[src/rtl/lpm_pkg.sv]
package lpm_pkg;
  localparam int unsigned LANES = 16;
  localparam int unsigned FLD_W = 4;
  localparam int unsigned CODE_W = 3;

  typedef enum logic [CODE_W-1:0] {
    SKIP_NONE  = 3'd0,
    SKIP_B1    = 3'd1,
    SKIP_B2    = 3'd2,
    SKIP_B3    = 3'd3,
    SKIP_B3_N1 = 3'd4
  } skip_e;
endpackage

[src/rtl/lpm_base_mask.sv]
module lpm_base_mask #(
  parameter int unsigned LANES = lpm_pkg::LANES,
  parameter int unsigned FLD_W = lpm_pkg::FLD_W
) (
  input  logic [LANES-1:0] pred_i,
  input  logic [FLD_W-1:0] lo_fld_i,
  input  logic [FLD_W-1:0] hi_fld_i,
  output logic [LANES-1:0] base_o
);
  localparam int unsigned HALF = LANES / 2;

  logic [1:0][FLD_W-1:0] fld;
  assign fld[0] = lo_fld_i;
  assign fld[1] = hi_fld_i;

  for (genvar h = 0; h < 2; h++) begin : g_half
    // an idle half is fully enabled
    assign base_o[h*HALF +: HALF] = (fld[h] == '0) ? {HALF{1'b1}} : pred_i[h*HALF +: HALF];
  end
endmodule

[src/rtl/lpm_tail_mask.sv]
module lpm_tail_mask #(
  parameter int unsigned LANES = lpm_pkg::LANES,
  parameter int unsigned CNT_W = 32
) (
  input  logic [LANES-1:0] mask_i,
  input  logic [2:0]       size_i,
  input  logic [CNT_W-1:0] cnt_i,
  output logic [LANES-1:0] mask_o
);
  localparam int unsigned LEN_W = $clog2(LANES) + 1;

  logic             tail_on;
  logic [CNT_W-1:0] limit;
  logic [LEN_W-1:0] run_len;

  always_comb begin
    limit   = '0;
    run_len = '0;
    tail_on = 1'b0;
    if (size_i < 3'd4) begin
      limit   = CNT_W'(LANES) >> size_i[1:0];
      tail_on = (cnt_i <= limit);
      // count <= LANES>>size, so the run never exceeds LANES
      run_len = cnt_i[LEN_W-1:0] << size_i[1:0];
    end
  end

  for (genvar i = 0; i < LANES; i++) begin : g_lane
    assign mask_o[i] = mask_i[i] & (~tail_on | (LEN_W'(i) < run_len));
  end
endmodule

[src/rtl/lpm_skip_mask.sv]
module lpm_skip_mask #(
  parameter int unsigned LANES  = lpm_pkg::LANES,
  parameter int unsigned CODE_W = lpm_pkg::CODE_W
) (
  input  logic [LANES-1:0]  mask_i,
  input  logic [3:0]        cond_lo_i,
  input  logic [CODE_W-1:0] code_i,
  output logic [LANES-1:0]  mask_o,
  output logic              err_o
);
  import lpm_pkg::*;
  localparam int unsigned BEATS  = 4;
  localparam int unsigned BEAT_W = LANES / BEATS;

  logic       qual;
  logic [2:0] done_beats;

  assign qual = (cond_lo_i == 4'd0);

  always_comb begin
    done_beats = 3'd0;
    err_o      = 1'b0;
    if (qual) begin
      unique case (code_i)
        SKIP_NONE:             done_beats = 3'd0;
        SKIP_B1:               done_beats = 3'd1;
        SKIP_B2:               done_beats = 3'd2;
        SKIP_B3, SKIP_B3_N1:   done_beats = 3'd3;
        default:               err_o      = 1'b1;
      endcase
    end
  end

  for (genvar b = 0; b < BEATS; b++) begin : g_beat
    assign mask_o[b*BEAT_W +: BEAT_W] =
      mask_i[b*BEAT_W +: BEAT_W] & {BEAT_W{(3'(b) >= done_beats)}};
  end
endmodule

[src/rtl/lpm_pred_adv.sv]
module lpm_pred_adv #(
  parameter int unsigned LANES  = lpm_pkg::LANES,
  parameter int unsigned FLD_W  = lpm_pkg::FLD_W,
  parameter int unsigned CODE_W = lpm_pkg::CODE_W
) (
  input  logic [LANES-1:0]  pred_i,
  input  logic [FLD_W-1:0]  lo_fld_i,
  input  logic [FLD_W-1:0]  hi_fld_i,
  input  logic [3:0]        cond_lo_i,
  input  logic [CODE_W-1:0] code_i,
  output logic [LANES-1:0]  pred_o,
  output logic [FLD_W-1:0]  lo_fld_o,
  output logic [FLD_W-1:0]  hi_fld_o,
  output logic [CODE_W-1:0] code_o
);
  import lpm_pkg::*;
  localparam int unsigned HALF = LANES / 2;
  localparam logic [FLD_W-1:0] FLD_MID = FLD_W'(1) << (FLD_W - 1);

  logic                  vpt_on;
  logic [1:0][FLD_W-1:0] fld_in, fld_out;

  assign fld_in[0] = lo_fld_i;
  assign fld_in[1] = hi_fld_i;
  assign vpt_on    = (lo_fld_i != '0) || (hi_fld_i != '0);

  for (genvar h = 0; h < 2; h++) begin : g_half
    logic flip;
    // top bit set with a lower bit set marks a then/else transition
    assign flip = vpt_on && (fld_in[h] > FLD_MID);
    assign pred_o[h*HALF +: HALF] = pred_i[h*HALF +: HALF] ^ {HALF{flip}};
    assign fld_out[h] = vpt_on ? (fld_in[h] << 1) : fld_in[h];
  end

  assign lo_fld_o = fld_out[0];
  assign hi_fld_o = fld_out[1];

  always_comb begin
    code_o = code_i;
    if (cond_lo_i == 4'd0)
      code_o = (code_i == SKIP_B3_N1) ? SKIP_B1 : SKIP_NONE;
  end
endmodule

[src/rtl/lane_pred_unit.sv]
module lane_pred_unit #(
  parameter int unsigned LANES  = lpm_pkg::LANES,
  parameter int unsigned FLD_W  = lpm_pkg::FLD_W,
  parameter int unsigned CODE_W = lpm_pkg::CODE_W,
  parameter int unsigned CNT_W  = 32
) (
  input  logic              clk_i,
  input  logic              rst_ni,
  input  logic [LANES-1:0]  pred_bits_i,
  input  logic [FLD_W-1:0]  lo_fld_i,
  input  logic [FLD_W-1:0]  hi_fld_i,
  input  logic [2:0]        tail_size_i,
  input  logic [CNT_W-1:0]  loop_cnt_i,
  input  logic [3:0]        cond_lo_i,
  input  logic [CODE_W-1:0] skip_code_i,
  input  logic              advance_i,
  output logic [LANES-1:0]  lane_mask_o,
  output logic              skip_err_o,
  output logic [LANES-1:0]  pred_bits_o,
  output logic [FLD_W-1:0]  lo_fld_o,
  output logic [FLD_W-1:0]  hi_fld_o,
  output logic [CODE_W-1:0] skip_code_o
);
  localparam int unsigned HALF = LANES / 2;

  logic [LANES-1:0]  base_mask, tail_mask;
  logic [LANES-1:0]  pred_d, pred_q;
  logic [FLD_W-1:0]  lo_d, lo_q, hi_d, hi_q;
  logic [CODE_W-1:0] code_d, code_q;

  lpm_base_mask #(.LANES(LANES), .FLD_W(FLD_W)) u_base (
    .pred_i   (pred_bits_i),
    .lo_fld_i (lo_fld_i),
    .hi_fld_i (hi_fld_i),
    .base_o   (base_mask)
  );

  lpm_tail_mask #(.LANES(LANES), .CNT_W(CNT_W)) u_tail (
    .mask_i (base_mask),
    .size_i (tail_size_i),
    .cnt_i  (loop_cnt_i),
    .mask_o (tail_mask)
  );

  lpm_skip_mask #(.LANES(LANES), .CODE_W(CODE_W)) u_skip (
    .mask_i    (tail_mask),
    .cond_lo_i (cond_lo_i),
    .code_i    (skip_code_i),
    .mask_o    (lane_mask_o),
    .err_o     (skip_err_o)
  );

  lpm_pred_adv #(.LANES(LANES), .FLD_W(FLD_W), .CODE_W(CODE_W)) u_adv (
    .pred_i    (pred_bits_i),
    .lo_fld_i  (lo_fld_i),
    .hi_fld_i  (hi_fld_i),
    .cond_lo_i (cond_lo_i),
    .code_i    (skip_code_i),
    .pred_o    (pred_d),
    .lo_fld_o  (lo_d),
    .hi_fld_o  (hi_d),
    .code_o    (code_d)
  );

  always_ff @(posedge clk_i or negedge rst_ni) begin
    if (!rst_ni) begin
      pred_q <= '0;
      lo_q   <= '0;
      hi_q   <= '0;
      code_q <= '0;
    end else if (advance_i) begin
      pred_q <= pred_d;
      lo_q   <= lo_d;
      hi_q   <= hi_d;
      code_q <= code_d;
    end
  end

  assign pred_bits_o = pred_q;
  assign lo_fld_o    = lo_q;
  assign hi_fld_o    = hi_q;
  assign skip_code_o = code_q;

  // mask stage checks
  p_force_lo_r2: assert property (@(posedge clk_i) disable iff (!rst_ni)
    (lo_fld_i == '0) |-> (base_mask[HALF-1:0] == {HALF{1'b1}}));

  p_force_hi_r2: assert property (@(posedge clk_i) disable iff (!rst_ni)
    (hi_fld_i == '0) |-> (base_mask[LANES-1:HALF] == {HALF{1'b1}}));

  p_tail_subset_r3: assert property (@(posedge clk_i) disable iff (!rst_ni)
    ((tail_mask & ~base_mask) == '0));

  p_tail_off_r4: assert property (@(posedge clk_i) disable iff (!rst_ni)
    (tail_size_i >= 3'd4) |-> (tail_mask == base_mask));

  p_skip_unqual_r5: assert property (@(posedge clk_i) disable iff (!rst_ni)
    (cond_lo_i != 4'd0) |-> (lane_mask_o == tail_mask && !skip_err_o));

  p_err_noeffect_r6: assert property (@(posedge clk_i) disable iff (!rst_ni)
    skip_err_o |-> (lane_mask_o == tail_mask));

  // state update checks
  p_skip_resume_r7: assert property (@(posedge clk_i) disable iff (!rst_ni)
    (advance_i && cond_lo_i == 4'd0 && skip_code_i == 3'd4) |=> (skip_code_o == 3'd1));

  p_idle_copy_r8: assert property (@(posedge clk_i) disable iff (!rst_ni)
    (advance_i && lo_fld_i == '0 && hi_fld_i == '0) |=>
      (pred_bits_o == $past(pred_bits_i) && lo_fld_o == '0 && hi_fld_o == '0));

  p_flip_lo_r9: assert property (@(posedge clk_i) disable iff (!rst_ni)
    (advance_i && lo_fld_i > FLD_W'(8)) |=>
      (pred_bits_o[HALF-1:0] == ~$past(pred_bits_i[HALF-1:0])));

  p_hold_r10: assert property (@(posedge clk_i) disable iff (!rst_ni)
    !advance_i |=> ($stable(pred_bits_o) && $stable(lo_fld_o) &&
                    $stable(hi_fld_o) && $stable(skip_code_o)));
endmodule

[config.mk]
export PLATFORM = sky130hd
export DESIGN_NAME = lane_pred_unit
export DESIGN_NICKNAME = d
export VERILOG_FILES = /design/src/rtl/lpm_pkg.sv /design/src/rtl/lpm_base_mask.sv /design/src/rtl/lpm_tail_mask.sv /design/src/rtl/lpm_skip_mask.sv /design/src/rtl/lpm_pred_adv.sv /design/src/rtl/lane_pred_unit.sv
export SDC_FILE = /design/constraint.sdc
export NUM_CORES = 1
export LEC_CHECK = 0
export BUFFER_PORTS_ARGS = -buffer_cell sky130_fd_sc_hd__buf_2
export CAP_MARGIN = 20
export CORE_ASPECT_RATIO = 2
export CORE_UTILIZATION = 50
export DETAILED_ROUTE_END_ITERATION = 7
export HOLD_SLACK_MARGIN = 0.15
export PLACE_DENSITY = 0.95
export SLEW_MARGIN = 20
export SYNTH_ARGS = -nofsm -noshare
export SYNTH_HDL_FRONTEND = slang
export SYNTH_HIERARCHICAL = 1
export SYNTH_SLANG_ARGS = --single-unit
[constraint.sdc]
create_clock -name clk_i -period 5.2 [get_ports clk_i]
set_input_delay 0.52 -clock clk_i [delete_from_list [all_inputs] [get_ports clk_i]]
set_output_delay 0.52 -clock clk_i [all_outputs]
set_load 0.01 [all_outputs]
# Word level (Yosys, flattened, before mapping)
# Cells that the tools add are included.
[word_totals]
reg_bits = 27
latchBits = 0
ram_bits = 0
romBits = 0
output_inout_bits = 44
n_memories = 0
[classes]
n_addsub = 0
n_mul = 0
div = 0
magnitude_cmp = 24
eq_ne = 4
shifts = 2
muxes = 12
bitwise = 39
reduce_logical = 11
[op_table]
columns = ["operator", "count"]
rows = [
  ["less-than comparator 4 x 5 -> 1 bit, first input constant", 8],
  ["<= comparator 32 bit", 1],
  [">> shifter 5 x 2 -> 32 bit, first input constant", 1],
  ["less-than comparator 3 x 5 -> 1 bit, first input constant", 4],
  ["AND 1 bit", 16],
  ["AND 4 bit", 4],
  ["2-to-1 mux 8 bit", 2],
  ["bitwise OR 1 bit", 16],
  ["bitwise XOR 8 bit", 2],
  ["zero test 4 bit", 3],
  ["less-than comparator 1 x 5 -> 1 bit, first input constant", 2],
  ["less-than comparator 2 x 5 -> 1 bit, first input constant", 2],
  ["greater-than comparator 4 bit, second input constant", 2],
  ["2-to-1 mux 4 bit", 2],
  ["nonzero test 4 bit", 2],
  ["equality test 3 x 2 -> 1 bit, second input constant", 2],
  ["greater-or-equal comparator 1 x 3 -> 1 bit, first input constant", 2],
  ["greater-or-equal comparator 2 x 3 -> 1 bit, first input constant", 2],
  ["2-to-1 mux 3 bit", 2],
  ["case mux 2 bit (3 select lines)", 1],
  ["2-to-1 mux 5 bit", 1],
  ["OR reduction 5 bit", 1],
  ["<< shifter 5 x 2 -> 5 bit", 1],
  ["2-to-1 mux 1 bit", 4],
  ["other kinds (8)", 9],
]

# Longest topological paths before layout
# Gate-level depths: netlist of the first run.
[depth]
depth_word = 7
depth_mapped = 10

# Hierarchy
# The synthesis of the first run kept the hierarchy.
[modules_own_cells]
columns = ["module", "instances", "cells_each", "area_per_inst_um2", "seq_area_each_um2"]
rows = [
  ["lane_pred_unit", 1, 57, 1106.1, 675.6],
  ["lpm_tail_mask", 1, 79, 574.3, 0.0],
  ["lpm_pred_adv", 1, 32, 275.3, 0.0],
  ["lpm_skip_mask", 1, 26, 197.7, 0.0],
  ["lpm_base_mask", 1, 18, 142.6, 0.0],
]

# Least setup slack after synthesis of the first run
# OpenSTA, ideal clock, no wires.
[synth_timing]
path_type = "in2out"
startpoint = "in tail_size_i[1]"
endpoint = "out lane_mask_o[0]"
arrival_time_ns = 2.757
required_time_ns = 4.680
setup_slack_ns = 1.923
stages = 10
cell_sequence = "clkbuf_1 or2_2 ha_1 nand2_1 or4_4 a311oi_4 o21ai_2 buf_6 o31a_1 and2_1"
[synth_via]
elab_chain_len = 7
elab_cells_between_ends = 11
cone_classes = "3 x order compare; 2 x shift; 2 x mux; 4 x bitwise"
[synth_rtl]
columns = ["element", "line", "source"]
rows = [
  ["from (decl)", "lane_pred_unit.sv:12", "input logic [2:0] tail_size_i,"],
  [">> shifter 5 x 2 -> 32 bit", "lpm_tail_mask.sv:21", "limit = CNT_W'(LANES) >> size_i[1:0];"],
  ["<= comparator 32 bit", "lpm_tail_mask.sv:22", "tail_on = (cnt_i <= limit);"],
  ["2-to-1 mux 1 bit", "lpm_tail_mask.sv:20", "if (size_i < 3'd4) begin"],
  ["NOT 1 bit", "lpm_tail_mask.sv:29", "assign mask_o[i] = mask_i[i] & (~tail_on | (LEN_W'(i) < run_len));"],
  ["bitwise OR 1 bit (*)", "lpm_tail_mask.sv:29", ""],
  ["AND 1 bit (*)", "lpm_tail_mask.sv:29", ""],
  ["net tail_mask[0]", "lane_pred_unit.sv:26", "logic [LANES-1:0] base_mask, tail_mask;"],
  ["AND 4 bit (*)", "lpm_skip_mask.sv:36", "mask_i[b*BEAT_W +: BEAT_W] & {BEAT_W{(3'(b) >= done_beats)}};"],
  ["to (decl)", "lane_pred_unit.sv:17", "output logic [LANES-1:0] lane_mask_o,"],
]
# The timed path passes the listed nets; every way through them passes the cells marked *.

# Final worst setup path of the first run
[layout_timing]
startpoint = "in tail_size_i[1]"
endpoint = "out lane_mask_o[2]"
# Same word-level chain as after synthesis.

==> metrics, run 1 <==
status finished, final reports clean; Mean Syn Cell Area 10.8 um^2; final antenna-violating net count 0; min Tclk post-route about 3.6 ns; clk buf depth 2; hold buffers post-CTS 0; GR Overflow Total 0; DP HPWL 4620 um; worst min-delay path class in2async; Synth cell types 52; Pwr Total 0.000589 W; EDFF count, synth 0; Initial Utilization 0.524; FF+latch count, synth 27; worst relative slew slack 0.436; max cap viols 0; Critical Path Fanout Max 13; Tightest Pin Transition between 0.8 and 0.9 ns; TritonRoute pass-1 iters 4; Max Slew Vio Count 0; pwr dens 209 nW/um^2; Synth Warn # 6; final setup fails 0; simple-gate share of the synthesized area 0.238; Peak VDD IR 0.238 mV; FP Rows 34; worst skew pair latency between 0.2 and 0.3 ns; most common cell after layout, fill and taps aside buf_2; type of the worst setup path in2out; share of post-route cells with drive strength above 1 0.516; post-CTS sizing 0; synthesized area 2300 um^2; initial antenna violation count 0; Die Width around 50 um; RSZ-0062 raised after global routing false; critical path arrival slightly above 3 ns; Clock Skew 0 ns; Adder-Cell Fraction of Synth Area 0.0218; fin nets 384; routability cong. between 0.9 and 1; # IOs roughly 110; H-Tree Depth 1; CTS tree done; most frequent cells in the layout buf_2, dfrtp_1, mux2_4, xnor2_1, or2_1; Routed WL between 5000 and 6000 um; Layout fillers between 300 and 400; Crit. Startpoint tail_size_i[1]; Diodes inserted 0; CTS clk-pin slew, worst paths approximately 0.090 ns; fmax approximately 280 MHz; Area Overhead vs Synth 22.8%; Req. time, crit path approximately 4.7 ns; core area between 4000 and 5000 um^2; pin count of the biggest net entering global routing 28; DRC viols 0; Synth Flop Type dfrtp_1; compound-gate portion of the synthesized area 0.118; Sink Count 27; vias per cell 5.41; reg2reg start pred_bits_o[3]; # Post-CTS Setup Buffers 0; Syn Inst Count 212; CTS buffer count 3; sequential area share after synthesis 0.294; Hold Vio Cnt, Final 0; WL per Instance 15.1 um; Leakage Power around 1.4 nW; largest family of logic cells by synthesized area simple AND/OR/NAND/NOR gates; Hold WS between 0.2 and 0.25 ns; mux cell area share after synthesis 0.195; Tot GR Track Use 0.232; die height 97.8 um; Fin Setup TNS 0 ns; vias around 2,000; Root Buffer clkbuf_8; Final Cycle Share 0.689; Starting DRT DRC Count 24; number of global-route vias before repair about 2,000; Worst Setup End Kind output pin; ys async rst share 1.00; Die ar. 4880 um^2; crit path launch type primary input; first-pass GRT wire length just under 9000 um; PortBufs 112; Post-Synth XOR/XNOR Area 0.0610
power by group:
group          total [W]  leakage [nW]  switching [W]  internal [W]
logic           0.000223          1.01       0.000106      0.000116
clock network   0.000113        0.0255      0.0000592     0.0000535
registers       0.000254         0.316      0.0000153      0.000239
worst max-delay path, cell delays in order:
cell	delay (ns)
buf_2	0.17
or2_2	0.32
ha_1	0.29
nand2_1	0.06
or4_4	0.43
a311oi_4	0.40
o21ai_2	0.24
o31a_2	0.38
and2_1	0.13
buf_2	0.13
cells in the mapped netlist (all sizes together), types with 4 or more instances:
master,instances,area [um^2]
o211a,4,40.0
xnor2,16,140
o21ai,6,37.5
nor2b,8,50.1
nand2b,4,25.0
dfrtp,27,676
nand2,5,18.8
o21a,5,38.8
or2,17,106
buf,11,113
clkbuf,6,22.5
ha,4,50.1
nor4,12,120
mux2,28,390
and2,14,88.8
nor2,5,18.8
state kept, by name, summed over array words and instances, names as in the netlist:
register	cells
hi_fld_o	4
lo_fld_o	4
pred_bits_o	16
skip_code_o	3
through the flow:
step           utilization  cell area [um^2]  setup WS (ns)  std cells
2_1_floorplan            -              2300           1.92        213
3_3_place_gp         0.633              2770           1.66        360
3_5_place_dp         0.633              2770           1.60        360
4_1_cts              0.643              2820           1.60        364
5_1_grt              0.643              2820           1.50        364
6_report             0.643              2820           1.62        364
per-layer routing:
metal	part of all wire	up-vias	track usage
li1	-	946	-
met1	0.35	923	0.233
met2	0.57	81	0.452
met3	0.051	18	0.0280
met4	0.034	0	0.0989
met5	0	-	0
cells by family after synthesis:
family / Yosys count
muxes: 32
DFF: 27
other: 1
adders and majority gates: 4
and+or+nand+nor: 81
AOI/OAI and AO/OA: 30
buffers and inverters: 21
xor gates and xnor gates: 16
final timing paths:
check / depth (start not counted) / endpoint / slack, ns
setup / recovery: 10 / lane_mask_o[2] / 1.62
hold / removal: 1 / pred_bits_o[14] / 0.24
setup reg to reg: 1 / pred_bits_o[3] / 4.42
hold reg to reg: 1 / hi_fld_o[1] / 0.51
max in group asynchronous: 1 / pred_bits_o[3] / 4.58
min in group clk_i: 1 / hi_fld_o[1] / 0.51
final cells by class:
type,count,area [um^2],area share
Multi-Input combinational cell,165,1460,0.518
Sequential cell,27,676,0.240
Timing Repair Buffer,112,561,0.199
Tap cell,54,67.6,0.0240
Clock buffer,3,41.3,0.0146
Inverter,2,7.51,0.00266
Clock inverter,1,5.00,0.00178
Note: power is estimated with default switching activity, not from simulation.
==> run 2: changes to the inputs <==
CORE_UTILIZATION = 42   (was 50)
PLACE_DENSITY = 0.87   (was 0.95)
clock period = 3.2 ns   (was 5.2 ns; I/O delays follow)
==> run 2 against run 1 <==
Setup slack lost 1.5 ns. Critical path depth did not move. Final cell count increased by 1.9%. Largest power group unchanged. First-iteration DRC count up 29%. Clock skew unchanged. Utilization fell by 9.4 points.
==> metrics, run 2 (same netlist as run 1, synthesis figures left out) <==
share of post-route cells with drive strength above 1 0.514 (-0.00175); FF-to-FF End pred_bits_o[8]; CTS buffer count 3 (unchanged); FP Rows 37 (+8.8%); Worst Setup End Kind output pin; sequential cell area 676 um^2 (unchanged); max reg flops 16 (unchanged); type of the worst setup path in2out; most common cell after layout, fill and taps aside buf_2; worst min-delay path class in2reg; worst skew pair latency 0.26 ns (about the same); slowest CP cell or4_4; area of the multi-input gates 1460 um^2 (unchanged); Tot GR Track Use 0.209 (-0.0232); fin nets 387 (+0.78%); status finished, final reports clean; CTS clk-pin slew, worst paths 0.08 ns (about the same); Peak VDD IR 0.349 mV (+46%); crit path launch type primary input; Max Slew Vio Count 0 (unchanged); die height 107 um (+8.9%); final antenna-violating net count 0 (unchanged); Routed WL 5840 um (+5.9%); # Post-CTS Setup Buffers 0 (unchanged); pin count of the biggest net entering global routing 28 (unchanged); worst relative slew slack 0.464 (+0.0275); Starting DRT DRC Count 31 (+29%); most frequent cells in the layout buf_2, dfrtp_1, mux2_4, xnor2_1, or2_1; max cap viols 0 (unchanged); TritonRoute pass-1 iters 4 (unchanged); Cell Count, Final, Fillers Out 371 (+1.9%); Hold Vio Cnt, Final 0 (unchanged); H-Tree Depth 1 (unchanged); Final Cycle Share 0.963; worst r2r path cells 1 (unchanged); Critical Path Fanout Max 13 (unchanged); vias per cell 5.37 (-0.69%); worst-path cell chain buf_2 -> or2_2 -> ha_1 -> nand2_1 -> or4_4 -> a311oi_4 -> o21ai_2 -> o31a_2 -> and2_1 -> buf_2; FF-to-FF setup slack 2.41 ns (-2.01 ns); Clock Skew 0 ns (unchanged); Leakage Power 1.37 nW (+0.91%); vias 1,992 (+1.2%); RSZ-0062 raised after global routing false; clk buf depth 2 (unchanged); Diodes inserted 0 (unchanged); final setup fails 0 (unchanged); min Tclk post-route slightly above 3 ns; DP HPWL 4900 um (+5.9%); Req. time, crit path 2.88 ns (-1.80 ns); critical path arrival 2.76 ns (-0.30 ns); Area Overhead vs Synth 24.0%; Largest stage delay, worst path 0.44 ns (about the same); fmax between 300 and 400 MHz; Layout fillers 477 (+27%); Initial Utilization 0.443 (-0.0812); pwr dens 337 nW/um^2 (+61%); WL per Instance 15.7 um (+3.9%); initial antenna violation count 0 (unchanged); GR Overflow Total 0 (unchanged); Hold Path End lo_fld_o[2]; PortBufs 112 (unchanged); Die ar. 5780 um^2 (+18%); Top cell by count, worst path buf_2; # IOs 113 (unchanged); Fin Setup TNS 0 ns (unchanged); first-pass GRT wire length 8740 um (-0.55%); Die Width 54.3 um (+8.7%); reg2reg start pred_bits_o[8]; Hold Path Stages 2; Root Buffer clkbuf_8; DRC viols 0 (unchanged); Hold Crit Start lo_fld_i[1]; CTS tree done; Cell Count Post-Placement 366 (+1.7%); Sink Count 27 (unchanged); routability cong. 0.866 (-6.3%); number of global-route vias before repair 1,992 (unchanged); core area 5180 um^2 (+18%); Tightest Pin Transition 0.804 ns (-0.0295 ns)
[run 2: per-stage QoR]
| stage | utilization | hold WS (ns) | setup slack [ns] | cell area, um^2 | total power, W |
|---|---|---|---|---|---|
| after floorplan | - | 0.0244 | 0.323 | 2300 | 0.000636 |
| after global placement | 0.539 | 0.350 | 0.202 | 2790 | 0.000771 |
| after detailed placement | 0.539 | 0.350 | 0.131 | 2790 | 0.000784 |
| after CTS | 0.549 | 0.377 | 0.130 | 2850 | 0.000970 |
| after global routing | 0.549 | 0.368 | 0.00670 | 2850 | 0.00102 |
| final | 0.549 | 0.382 | 0.117 | 2850 | 0.000961 |
[run 2: final cells by class]
class                   instances  share of cell area
flip-flops and latches         27               0.237
repair buffers                115               0.206
inverters                       2             0.00264
multi-input cells             165               0.513
well taps                      58              0.0255
clock buffers                   4              0.0158
[run 2: what timing repair did]
item | 4_1_cts | 5_1_grt
gates resized for setup | 0 | 0
hold endpoints to repair | 27 | 0
hold buffers | 1 | 0
[run 2: how the worst max path moves through the flow]
stage | start | endpoint
finish | tail_size_i[1] | lane_mask_o[1]
global route | tail_size_i[1] | lane_mask_o[2]
CTS | tail_size_i[1] | lane_mask_o[1]
detailed placement | tail_size_i[1] | lane_mask_o[1]
global placement | tail_size_i[1] | lane_mask_o[2]
floorplan | tail_size_i[1] | lane_mask_o[0]
[run 2: critical path, delay by kind of cell]
| family | cells | cell delay [ns] |
|---|---|---|
| buffers and inverters | 2 | 0.30 |
| adders and majority gates | 1 | 0.30 |
| AOI/OAI and AO/OA | 3 | 0.89 |
| and+or+nand+nor | 4 | 0.96 |
[run 2: where the power goes]
group	leakage [nW]	switching [W]	internal, W
clock	0.0228	0.0000927	0.0000888
sequential	0.316	0.0000283	0.000388
combinational	1.03	0.000173	0.000190
[run 2: routing by layer]
| layer | up-vias | part of all wire | global-route usage |
|---|---|---|---|
| met5 | - | 0 | 0 |
| met4 | 0 | 0.032 | 0.0971 |
| met3 | 13 | 0.048 | 0.0143 |
| met2 | 86 | 0.58 | 0.409 |
| met1 | 942 | 0.34 | 0.197 |
| li1 | 951 | - | - |
==> run 3: changes to the inputs <==
BUFFER_PORTS_ARGS = unset   (was -buffer_cell sky130_fd_sc_hd__buf_2)
CORE_MARGIN = 3   (was unset)
CORE_UTILIZATION = 55   (was 42)
DONT_BUFFER_PORTS = 1   (was unset)
PLACE_DENSITY = 0.83   (was 0.87)
==> run 3 against run 2 <==
Clock power hardly changed. Utilization grew 3.3 points. Power decreased by 13%. Worst hold slack got worse by 0.19 ns. Setup slack improved by 0.24 ns. Final cell count decreased by 32%. First-iteration DRC count grew 13%. Register-to-register slack got worse by 0.06 ns. Clock-buffer cell count fell by 1. Die area decreased by 13%. Critical endpoint unchanged.
==> metrics, run 3 (same netlist as run 1, synthesis figures left out) <==
Root Buffer clkbuf_8; routability cong. 0.776 (-10%); pwr dens 365 nW/um^2 (+8.2%); max reg flops 16 (unchanged); Final Cycle Share 0.888 (-0.0755); Peak VDD IR 0.291 mV (-17%); final antenna-violating net count 0 (unchanged); Hold Path End hi_fld_o[1]; min Tclk post-route 2.84 ns (-0.242 ns); H-Tree Depth 1 (unchanged); FF-to-FF End pred_bits_o[8]; critical path buffer and inverter count 0 (-2); Initial Utilization 0.585 (+0.142); DRC viols 0 (unchanged); reg2reg start pred_bits_o[8]; TritonRoute pass-1 iters 4 (unchanged); crit path launch type primary input; Hold Crit Start hi_fld_i[0]; final setup fails 0 (unchanged); slowest CP cell or4_4; Hold Vio Cnt, Final 0 (unchanged); fin nets 274 (-29%); max cap viols 0 (unchanged); vias 1,561 (-22%); Routed WL 5180 um (-11%); Die Width 51.7 um (-4.8%); Tightest Pin Transition 0.799 ns (-0.00567 ns); Starting DRT DRC Count 35 (+13%); DP HPWL 4340 um (-11%); Largest stage delay, worst path 0.42 ns (-0.02 ns); FF-to-FF setup slack 2.35 ns (-0.06 ns); number of global-route vias before repair 1,696 (-15%); Cell Count Post-Placement 245 (-33%); Top Family by Delay on Critical Path compound AO/OA/AOI/OAI gates; pin count of the biggest net entering global routing 28 (unchanged); CTS clk-pin slew, worst paths 0.09 ns (about the same); Req. time, crit path 2.88 ns (about the same); core area 3920 um^2 (-24%); Critical Path Fanout Max 13 (unchanged); RSZ-0062 raised after global routing false; Area Overhead vs Synth -0.491%; worst relative slew slack 0.460 (-0.00372); fmax 352 MHz (+8.5%); first-pass GRT wire length 8290 um (-5.1%); critical path arrival 2.52 ns (-0.24 ns); initial antenna violation count 0 (unchanged); worst-path cell chain or2_2 -> ha_1 -> nand2_1 -> or4_4 -> a311oi_4 -> o21ai_2 -> o31a_2 -> and2_1; PortBufs 0 (-100%); FP Rows 32 (-14%); Diodes inserted 0 (unchanged); Hold Path Stages 1 (-1); worst skew pair latency 0.26 ns (about the same); most frequent cells in the layout dfrtp_1, mux2_4, xnor2_1, or2_1, and2_1; WL per Instance 20.6 um (+31%); CTS buffer count 3 (unchanged); Max Slew Vio Count 0 (unchanged); worst r2r path cells 1 (unchanged); Cell Count, Final, Fillers Out 251 (-32%); fin util 0.582 (+0.0330); Tot GR Track Use 0.213 (+0.00364); worst min-delay path class in2reg; most common cell after layout, fill and taps aside dfrtp_1; share of post-route cells with drive strength above 1 0.245 (-0.269); Sink Count 27 (unchanged); post-CTS sizing 0 (unchanged); Leakage Power 0.925 nW (-32%); type of the worst setup path in2out; Die ar. 5030 um^2 (-13%); vias per cell 6.22 (+16%); Clock Skew 0 ns (unchanged); die height 97.4 um (-8.6%); GR Overflow Total 0 (unchanged); status finished, final reports clean; clk buf depth 2 (unchanged); Fin Setup TNS 0 ns (unchanged); # IOs 113 (unchanged); Worst Setup End Kind output pin; CTS tree done
## run 3: changes by cell type in the layout (fill, tap and decap cells not counted)
cell / delta
buf_4: -2
clkbuf_1: -1
buf_2: -112
clkinv_2: +1
buf_12: +1
## run 3: layout make-up
cell class                      instances  area [um^2]
Inverter                                2         7.51
Fill cell                             354         1640
Clock buffer                            3         41.3
Timing Repair Buffer                    2         30.0
Tap cell                               51         63.8
Clock inverter                          1         5.00
Multi-Input combinational cell        165         1460
Sequential cell                        27          676
## run 3: how the worst max path moves through the flow
stage	start	endpoint	slack (ns)	cells after the start
after global placement	tail_size_i[1]	lane_mask_o[1]	0.40	8
after CTS	tail_size_i[1]	lane_mask_o[1]	0.35	8
after floorplan	tail_size_i[1]	lane_mask_o[0]	0.32	10
final	tail_size_i[1]	lane_mask_o[1]	0.36	8
after global routing	tail_size_i[1]	lane_mask_o[1]	0.25	8
after detailed placement	tail_size_i[1]	lane_mask_o[1]	0.36	8
## run 3: metal layers
metal	global-route usage	vias up	wire, um
met5	0	-	0
met4	0.0586	0	80
met3	0.0369	6	443
met2	0.406	79	2990
met1	0.224	757	1670
li1	-	719	-
## run 3: per-stage QoR
| step | total power, W | hold WS (ns) | instance area (um^2) | worst slack (ns) |
|---|---|---|---|---|
| global route | 0.000884 | 0.185 | 2280 | 0.254 |
| CTS | 0.000843 | 0.192 | 2280 | 0.353 |
| detailed placement | 0.000645 | 0.0252 | 2210 | 0.357 |
| floorplan | 0.000636 | 0.0244 | 2300 | 0.323 |
| finish | 0.000834 | 0.197 | 2280 | 0.359 |
| global placement | 0.000639 | 0.0253 | 2210 | 0.403 |
## run 3: where the power goes
group | switching [W] | internal [W] | total [W]
clock | 0.0000981 | 0.0000869 | 0.000185
sequential | 0.0000595 | 0.000388 | 0.000448
combinational | 0.0000771 | 0.000124 | 0.000201
## run 3: timing repair
action                    4_1_cts  5_1_grt
hold endpoints to repair       27        0
buffers inserted                0        0
hold buffers                    2        0
